===== config.mk =====
export PLATFORM = sky130hd
export DESIGN_NAME = fpbit_branch
export DESIGN_NICKNAME = d
export VERILOG_FILES = /design/src/rtl/fpbit_branch_pkg.sv /design/src/rtl/fpbit_branch_ctl.sv /design/src/rtl/fpbit_branch_dp.sv /design/src/rtl/fpbit_branch.sv
export SDC_FILE = /design/constraint.sdc
export NUM_CORES = 1
export LEC_CHECK = 0
export ABC_AREA = 0
export BUFFER_PORTS_ARGS = -buffer_cell sky130_fd_sc_hd__buf_2
export CAP_MARGIN = 20
export CORE_ASPECT_RATIO = 0.9
export CORE_UTILIZATION = 40
export CTS_BUF_LIST = sky130_fd_sc_hd__clkbuf_4 sky130_fd_sc_hd__clkbuf_8 sky130_fd_sc_hd__clkbuf_16
export DETAILED_ROUTE_END_ITERATION = 8
export PLACE_DENSITY = 0.64
export SLEW_MARGIN = 20
export SYNTH_ARGS = -nofsm -noshare
export SYNTH_HDL_FRONTEND = slang
export SYNTH_SLANG_ARGS = --single-unit
export TNS_END_PERCENT = 1

===== constraint.sdc =====
create_clock -name clk -period 4.2 [get_ports clk]
set_input_delay 0.42 -clock clk [delete_from_list [all_inputs] [get_ports clk]]
set_output_delay 0.42 -clock clk [all_outputs]
set_load 0.02 [all_outputs]

===== src/rtl/fpbit_branch_pkg.sv =====
package fpbit_branch_pkg;
  localparam int PC_W  = 64;
  localparam int OFF_W = 16;
  typedef enum logic [1:0] {
    OP_BAD0 = 2'b00,
    OP_CLR  = 2'b01,
    OP_SET  = 2'b10,
    OP_BAD3 = 2'b11
  } brOp_e;
  typedef struct packed {
    logic load;
    logic isTaken;
    logic isLegal;
  } ctlStrobe_t;
endpackage


===== src/rtl/fpbit_branch_ctl.sv =====
module fpbit_branch_ctl
  import fpbit_branch_pkg::*;
(
  input  logic       inValid,
  input  logic [1:0] opSel,
  input  logic       condBit,
  output ctlStrobe_t strobe
);
  always_comb begin
    strobe.load    = inValid;
    strobe.isLegal = 1'b0;
    strobe.isTaken = 1'b0;
    unique case (opSel)
      OP_CLR: begin strobe.isLegal = 1'b1; strobe.isTaken = ~condBit; end
      OP_SET: begin strobe.isLegal = 1'b1; strobe.isTaken = condBit; end
      default: ;
    endcase
  end
endmodule


===== src/rtl/fpbit_branch_dp.sv =====
module fpbit_branch_dp
  import fpbit_branch_pkg::*;
#(
  parameter int PcW  = PC_W,
  parameter int OffW = OFF_W,
  parameter int InstrBytes = 4
) (
  input  logic            clk,
  input  logic            rstN,
  input  ctlStrobe_t      strobe,
  input  logic [PcW-1:0]  pc,
  input  logic [OffW-1:0] offset,
  output logic            outValid,
  output logic            taken,
  output logic [PcW-1:0]  nextPc,
  output logic            slotExec,
  output logic            illegal
);
  localparam logic [PcW-1:0] STEP = PcW'(InstrBytes);
  localparam logic [PcW-1:0] SKIP = PcW'(2 * InstrBytes);

  logic [PcW-1:0] offExt;
  logic [PcW-1:0] takenPc;
  logic [PcW-1:0] fallPc;

  assign offExt  = {{(PcW-OffW){offset[OffW-1]}}, offset} << 2;
  assign takenPc = pc + offExt + STEP;
  assign fallPc  = pc + SKIP;

  always_ff @(posedge clk) begin
    if (!rstN) begin
      outValid <= 1'b0;
      taken    <= 1'b0;
      nextPc   <= '0;
      slotExec <= 1'b0;
      illegal  <= 1'b0;
    end else begin
      outValid <= strobe.load;
      if (strobe.load) begin
        taken    <= strobe.isTaken;
        nextPc   <= strobe.isTaken ? takenPc : fallPc;
        slotExec <= strobe.isLegal;
        illegal  <= ~strobe.isLegal;
      end
    end
  end

  // the result strobe follows each request by exactly one cycle
  p_valid_follow_r7: assert property (@(posedge clk) disable iff (!rstN)
    strobe.load |=> outValid);
  p_valid_drop_r7: assert property (@(posedge clk) disable iff (!rstN)
    !strobe.load |=> !outValid);
  // an illegal result never reports taken or runs the slot
  p_illegal_quiet_r8: assert property (@(posedge clk) disable iff (!rstN)
    illegal |-> (!taken && !slotExec));
  // a legal result always runs the delay slot
  p_slot_legal_r5: assert property (@(posedge clk) disable iff (!rstN)
    outValid |-> (slotExec == !illegal));
  // the fall-through address comes from the captured pc
  p_fall_pc_r4: assert property (@(posedge clk) disable iff (!rstN)
    (strobe.load && !strobe.isTaken) |=> (nextPc == $past(pc) + SKIP));
endmodule


===== src/rtl/fpbit_branch.sv =====
module fpbit_branch
  import fpbit_branch_pkg::*;
(
  input  logic        clk,
  input  logic        rstN,
  input  logic        inValid,
  input  logic [1:0]  opSel,
  input  logic [63:0] pc,
  input  logic [15:0] offset,
  input  logic [63:0] fpVal,
  output logic        outValid,
  output logic        taken,
  output logic [63:0] nextPc,
  output logic        slotExec,
  output logic        illegal
);
  ctlStrobe_t strobe;

  fpbit_branch_ctl uCtl (
    .inValid(inValid),
    .opSel(opSel),
    .condBit(fpVal[0]),
    .strobe(strobe)
  );

  fpbit_branch_dp #(.PcW(64), .OffW(16), .InstrBytes(4)) uDp (
    .clk(clk),
    .rstN(rstN),
    .strobe(strobe),
    .pc(pc),
    .offset(offset),
    .outValid(outValid),
    .taken(taken),
    .nextPc(nextPc),
    .slotExec(slotExec),
    .illegal(illegal)
  );

  // a captured legal clear-test is taken iff bit 0 was clear
  p_clr_cond_r1: assert property (@(posedge clk) disable iff (!rstN)
    (inValid && opSel == 2'b01) |=> (taken == !$past(fpVal[0])));
  p_set_cond_r2: assert property (@(posedge clk) disable iff (!rstN)
    (inValid && opSel == 2'b10) |=> (taken == $past(fpVal[0])));
endmodule


==> results of run 1 <==
==> kinds of logic (layout without fill, tap and decap cells) <==
| group | after synthesis | after routing | synth area share [%] |
|---|---|---|---|
| XOR/XNOR | 104 | 104 | 10.7 |
| multiplexers | 11 | 11 | 1.36 |
| flip-flops | 68 | 68 | 16.0 |
| AND/OR/NAND/NOR | 389 | 389 | 22.0 |
| adder cells (fa/ha/maj) | 125 | 125 | 18.5 |
| AO/OA/AOI/OAI | 355 | 355 | 27.5 |
| buffers and inverters | 78 | 222 | 3.86 |
==> worst max-delay path by stage <==
stage	start	slack (ps)	endpoint	cells past startpoint
after detailed placement	offset[15]	230	uDp.nextPc[62]	12
after global routing	offset[15]	340	uDp.nextPc[51]	13
after floorplan	offset[8]	1030	uDp.nextPc[58]	11
after global placement	offset[15]	250	uDp.nextPc[58]	12
final	offset[15]	470	uDp.nextPc[62]	12
after CTS	offset[15]	560	uDp.nextPc[62]	12
==> area by class of cell <==
cell class / instances / area [sq um]
Clock buffer: 9 / 225
Inverter: 26 / 97.6
Multi-Input combinational cell: 984 / 6810
Tap cell: 286 / 358
Fill cell: 2146 / 10900
Timing Repair Buffer: 180 / 968
Clock inverter: 7 / 76.3
Sequential cell: 68 / 1360
==> report_power, final <==
part	switching, uW	internal [uW]
clock	345	463
sequential	28.3	702
combinational	846	519
==> sequential cells by signal, summed over array words and instances, names as in the netlist <==
register	cells
uDp.slotExec	1
uDp.nextPc	64
uDp.illegal	1
uDp.taken	1
uDp.outValid	1
==> per-layer routing <==
metal | wire length (um) | vias to the layer above | global-route usage, %
li1 | - | 4481 | -
met1 | 13800 | 4211 | 36.6
met2 | 12300 | 306 | 40.4
met3 | 1810 | 42 | 4.52
met4 | 832 | 0 | 9.29
met5 | 0 | - | 0
==> layout by cell type, fill, tap and decap left out, drive strengths merged, types with 13 or more instances in the layout <==
| cell | n |
|---|---|
| nand2 | 112 |
| dfxtp | 68 |
| a21oi | 120 |
| ha | 124 |
| xnor2 | 68 |
| a21o | 27 |
| nand4 | 36 |
| o211ai | 13 |
| nor3 | 25 |
| o21ai | 85 |
| buf | 180 |
| a211oi | 13 |
| and3 | 20 |
| inv | 26 |
| nand3 | 52 |
| xor2 | 36 |
| nor2 | 100 |
==> worst max-delay path, delay by kind of cell <==
family	cells	cell delay, ps
muxes	1	380
buffers and inverters	1	340
AOI/OAI and AO/OA	8	2210
adders and majority gates	2	630
==> metrics by stage <==
stage	area, sq um	power [uW]
global route	9900	3080
global placement	9600	2080
CTS	9900	2900
floorplan	8490	1680
finish	9900	2900
detailed placement	9600	2080
==> summary.md, run 1 <==
| Metric | Value |
|---|---|
| Post-DP HPWL | `22.6 mm` |
| Clock tree root buffer cell | `clkbuf_16` |
| Yosys top cell area share | `18.3%` |
| IO buf count | `153` |
| CTS tree | `built` |
| Placed insts | `1544` |
| Critical-path cell list | `buf_2 -> ha_1 -> ha_1 -> a2111oi_0 -> o221ai_1 -> a21oi_2 -> o22a_4 -> o211ai_2 -> a31o_4 -> a21oi_2 -> mux2_1 -> a211oi_2` |
| Die area | `21800 sq um` |
| Skew final | `0 ps` |
| Dominant cells by area after synthesis | `ha_1 (18%), dfxtp_1 (16%), xnor2_1 (7.0%)` |
| Asr flop ratio synth | `0%` |
| Status | `complete, no violations` |
| Seq/Total Area, Yosys | `16.0%` |
| Max-Cap Viols | `0` |
| Critical path capture point type | `flip-flop` |
| Final worst path period share | `88.9%` |
| Number of global-route vias before repair | `8417` |
| Postcts setup bufs | `0` |
| Vias per cell | `5.79` |
| Largest net degree at the start of global routing | `76` |
| Post-Synthesis Cells | `1130` |
| Final setup vio count | `0` |
| Cell taking the most area after synthesis | `ha_1` |
| DRC | `0` |
| Grt ovf | `0` |
| Initial drt markers | `722` |
| Routed Antenna Nets | `0` |
| Avg Cell Area, Syn | `7.51 sq um` |
| Die Wd | `156 um` |
| Maximum vdd drop | `171 uV` |
| Critical path class | `primary input to flip-flop` |
| FF-to-FF Start | `uDp.nextPc[56]` |
| I/O Pins | `217` |
| PD cells | `293 nW/um^2` |
| Cells on worst reg2reg path | `3` |
| WP data arrival | `4010 ps` |
| Resized cells post-CTS | `0` |
| Layout Nets | `1543` |
| Share of layout cells above drive strength 1 | `18.0%` |
| Most frequent cells after synthesis | `ha_1 (124), a21oi_1 (114), nand2_1 (112), nor2_1 (99), o21ai_0 (71)` |
| Syn_nets | `1404` |
| Endpoints failing hold | `0` |
| CP max FO | `17` |
| Kind of start point of the critical path | `primary input` |
| Worst-skew pair later-pin latency | `350 ps` |
| Post-Layout Cell Count | `1560` |
| Core region area | `20800 sq um` |
| Initial Util | `40.8%` |
| Clk slew on worst S/H paths | `60 ps` |
| Setup TNS | `0 ps` |
| Antenna cell count | `0` |
| Worst hold slack | `309 ps` |
| HP Class | `primary input to flip-flop` |
| Hold path endpoint | `uDp.nextPc[0]` |
| Reg2reg setup slack | `3310 ps` |
| Placement Setup Slack | `232 ps` |
| R2r endpoint | `uDp.nextPc[56]` |
| FMAX | `0.268 GHz` |
| Gr usage total | `26.2%` |
| Clock Path Buffers | `2` |
| Slew Viols, Final | `0` |
| Ys Warns | `0` |
| Area grow syn2layout | `16.6%` |
| Main synth FF type | `dfxtp_1` |
| Site row count | `50` |
| Vias | `9040` |
| Most common cell in the synthesized netlist | `ha_1` |
| Final wirelength | `28.7 mm` |
| Slew @ Worst Pin | `822 ps` |
| Setup repair after global routing missed its margin | `no` |
| Yosys reg bits | `68` |
| Cell variety after synth | `77` |
| Worst path slowest cell | `a2111oi_0` |
| CTS Hold Buffers Added | `0` |
| Die Span Y | `140 um` |
| Setup WS post-layout | `467 ps` |
| Worst hold path depth | `3` |
| # H-tree levels | `3` |
| Antenna violations before repair | `0` |
| Drt wl/cell | `18.4 um` |
| Relative slew margins | `45.0%` |
| Worst endpoint required time | `4470 ps` |
| Inserted Clock Buffers | `9` |
| Worst Hold Launch | `pc[0]` |
| Clock sink total | `68` |
| First-pass GRT wire length | `44.9 mm` |
| Syn Std Cell Area | `8490 sq um` |
| GPL Wtd Cong | `0.933` |
| Post-synth EDFFs | `0` |
| Post-route minimum period | `3730 ps` |
| Final Util | `47.5%` |
| Drt pass-1 iters | `5` |
| Lkg Pwr | `0.00443 uW` |
| Largest stage delay on the critical path | `560 ps` |
Power figures use the tool's default switching activity.
==> run 2: changes to the inputs <==
--- a/config.mk
+++ b/config.mk
@@ -6,13 +6,13 @@
 export NUM_CORES = 1
 export LEC_CHECK = 0
 export ABC_AREA = 0
-export BUFFER_PORTS_ARGS = -buffer_cell sky130_fd_sc_hd__buf_2
 export CAP_MARGIN = 20
 export CORE_ASPECT_RATIO = 0.9
 export CORE_UTILIZATION = 40
 export CTS_BUF_LIST = sky130_fd_sc_hd__clkbuf_4 sky130_fd_sc_hd__clkbuf_8 sky130_fd_sc_hd__clkbuf_16
 export DETAILED_ROUTE_END_ITERATION = 8
-export PLACE_DENSITY = 0.64
+export DONT_BUFFER_PORTS = 1
+export PLACE_DENSITY = 0.55
 export SLEW_MARGIN = 20
 export SYNTH_ARGS = -nofsm -noshare
 export SYNTH_HDL_FRONTEND = slang
==> summary.md, run 2 (synthesis results as in run 1) <==
| Metric | Value |
|---|---|
| Clock sink total | `68 (unchanged)` |
| Relative slew margins | `49.4% (+4.3 points)` |
| Antenna violations before repair | `0 (unchanged)` |
| Post-route minimum period | `3260 ps (-474 ps)` |
| Max-Cap Viols | `0 (unchanged)` |
| CTS tree | `built` |
| Post-Layout Cell Count | `1393 (-11%)` |
| FMAX | `0.307 GHz (+15%)` |
| Grt ovf | `0 (unchanged)` |
| Critical path class | `primary input to flip-flop` |
| Lkg Pwr | `0.00372 uW (-16%)` |
| Most frequent cells in the layout | `ha_1 (124), a21oi_1 (114), nand2_1 (112), nor2_1 (99), o21ai_0 (71)` |
| Gr usage total | `26.3% (+0.065 points)` |
| IO buf count | `0 (-100%)` |
| Worst endpoint required time | `4470 ps (about the same)` |
| WP data arrival | `3530 ps (-480 ps)` |
| Clock Path Buffers | `2 (unchanged)` |
| Kind of start point of the critical path | `primary input` |
| Resized cells post-CTS | `0 (unchanged)` |
| Drt pass-1 iters | `5 (unchanged)` |
| Setup TNS | `0 ps (unchanged)` |
| Skew final | `0 ps (unchanged)` |
| Slew Viols, Final | `0 (unchanged)` |
| Final wirelength | `28.5 mm (-0.75%)` |
| Initial Util | `40.8% (unchanged)` |
| Share of layout cells above drive strength 1 | `5.60% (-12 points)` |
| Critical path capture point type | `flip-flop` |
| Maximum vdd drop | `200 uV (+17%)` |
| DRC | `0 (unchanged)` |
| # H-tree levels | `3 (unchanged)` |
| Post-DP HPWL | `21.8 mm (-3.6%)` |
| CP max FO | `47 (+30)` |
| Inserted Clock Buffers | `9 (unchanged)` |
| Die Wd | `156 um (unchanged)` |
| Number of global-route vias before repair | `7919 (-5.9%)` |
| GPL Wtd Cong | `0.923 (-1.1%)` |
| Area of the multi-input gates | `6810 sq um (unchanged)` |
| PD cells | `316 nW/um^2 (+7.7%)` |
| HP Class | `primary input to flip-flop` |
| Most common cell after layout, fill and taps aside | `ha_1` |
| Reg with most FFs | `uDp.nextPc` |
| Area grow syn2layout | `6.85%` |
| Slew @ Worst Pin | `752 ps (-70.0 ps)` |
| Die Span Y | `140 um (unchanged)` |
| Clk slew on worst S/H paths | `60 ps (about the same)` |
| Vias per cell | `5.96 (+2.9%)` |
| Vias | `8308 (-8.1%)` |
| I/O Pins | `217 (unchanged)` |
| Drt wl/cell | `20.5 um (+11%)` |
| Placed insts | `1377 (-11%)` |
| Clock tree root buffer cell | `clkbuf_16` |
| CTS Hold Buffers Added | `0 (unchanged)` |
| First-pass GRT wire length | `44.4 mm (-1.1%)` |
| Final setup vio count | `0 (unchanged)` |
| Core region area | `20800 sq um (unchanged)` |
| Layout Nets | `1376 (-11%)` |
| Die area | `21800 sq um (unchanged)` |
| Layout fillers | `2177 (+1.4%)` |
| Largest net degree at the start of global routing | `89 (+17%)` |
| Postcts setup bufs | `0 (unchanged)` |
| Worst-skew pair later-pin latency | `350 ps (about the same)` |
| Final worst path period share | `77.6% (-11 points)` |
| Status | `complete, no violations` |
| Site row count | `50 (unchanged)` |
| Setup repair after global routing missed its margin | `no` |
| Storage cell area | `1360 sq um (unchanged)` |
| Max reg flops | `64 (unchanged)` |
| Routed Antenna Nets | `0 (unchanged)` |
| Initial drt markers | `675 (-6.5%)` |
| Antenna cell count | `0 (unchanged)` |
| Endpoints failing hold | `0 (unchanged)` |
[run 2: changes by cell type in the layout (fill, tap and decap cells not counted)]
cell / previous run / this run
buf_4: 27 / 13
bufinv_16: 1 / 3
clkbuf_4: 0 / 1
clkinvlp_4: 2 / 1
buf_2: 153 / 0
clkinv_4: 2 / 0
[run 2: report_power, final]
part	internal (uW)	leakage (uW)	switching [uW]	total, uW
registers	702	0.000564	112	814
logic	443	0.00299	669	1110
clock network	589	0.000166	350	940
[run 2: metal layers]
metal	routed length, um	up-vias	share of wire, %	GRT usage (%)
met5	0	-	0	0
met4	376	0	1.3	5.26
met3	2320	22	8.1	7.52
met2	11800	263	41	39.4
met1	14000	3877	49	37.2
li1	-	4146	-	-
[run 2: cell type report]
type / count / share of cell area (%)
Tap cell: 286 / 3.94
Timing Repair Buffer: 13 / 1.08
Multi-Input combinational cell: 984 / 75.1
Inverter: 26 / 1.08
Sequential cell: 68 / 15.0
Clock inverter: 6 / 1.23
Clock buffer: 10 / 2.57
[run 2: worst max-delay path: stages]
cell	delay (ps)
ha_1	280
ha_1	440
a21o_1	210
a21o_1	170
a21o_1	200
a2111oi_2	460
o211ai_2	230
a31o_4	310
a21oi_2	210
mux2_1	350
a211oi_2	220
[run 2: path summary, 6_finish.rpt]
kind,cells after the start,endpoint,startpoint,slack (ps)
worst max-delay path,11,uDp.nextPc[62],offset[15],940
worst max register to register,3,uDp.nextPc[56],uDp.nextPc[56],3140
worst min register to register,2,uDp.nextPc[27],uDp.nextPc[27],540
worst min-delay path,1,uDp.nextPc[6],inValid,160
[run 2: per-stage QoR]
stage	cell area [sq um]	util [%]	hold WS, ps	total power [uW]	setup WS [ps]
floorplan	8490	-	517	1680	1030
global placement	8730	41.9	517	1920	613
detailed placement	8730	41.9	518	1920	619
CTS	9070	43.5	148	2870	954
global route	9070	43.5	151	3040	763
finish	9070	43.5	163	2870	941
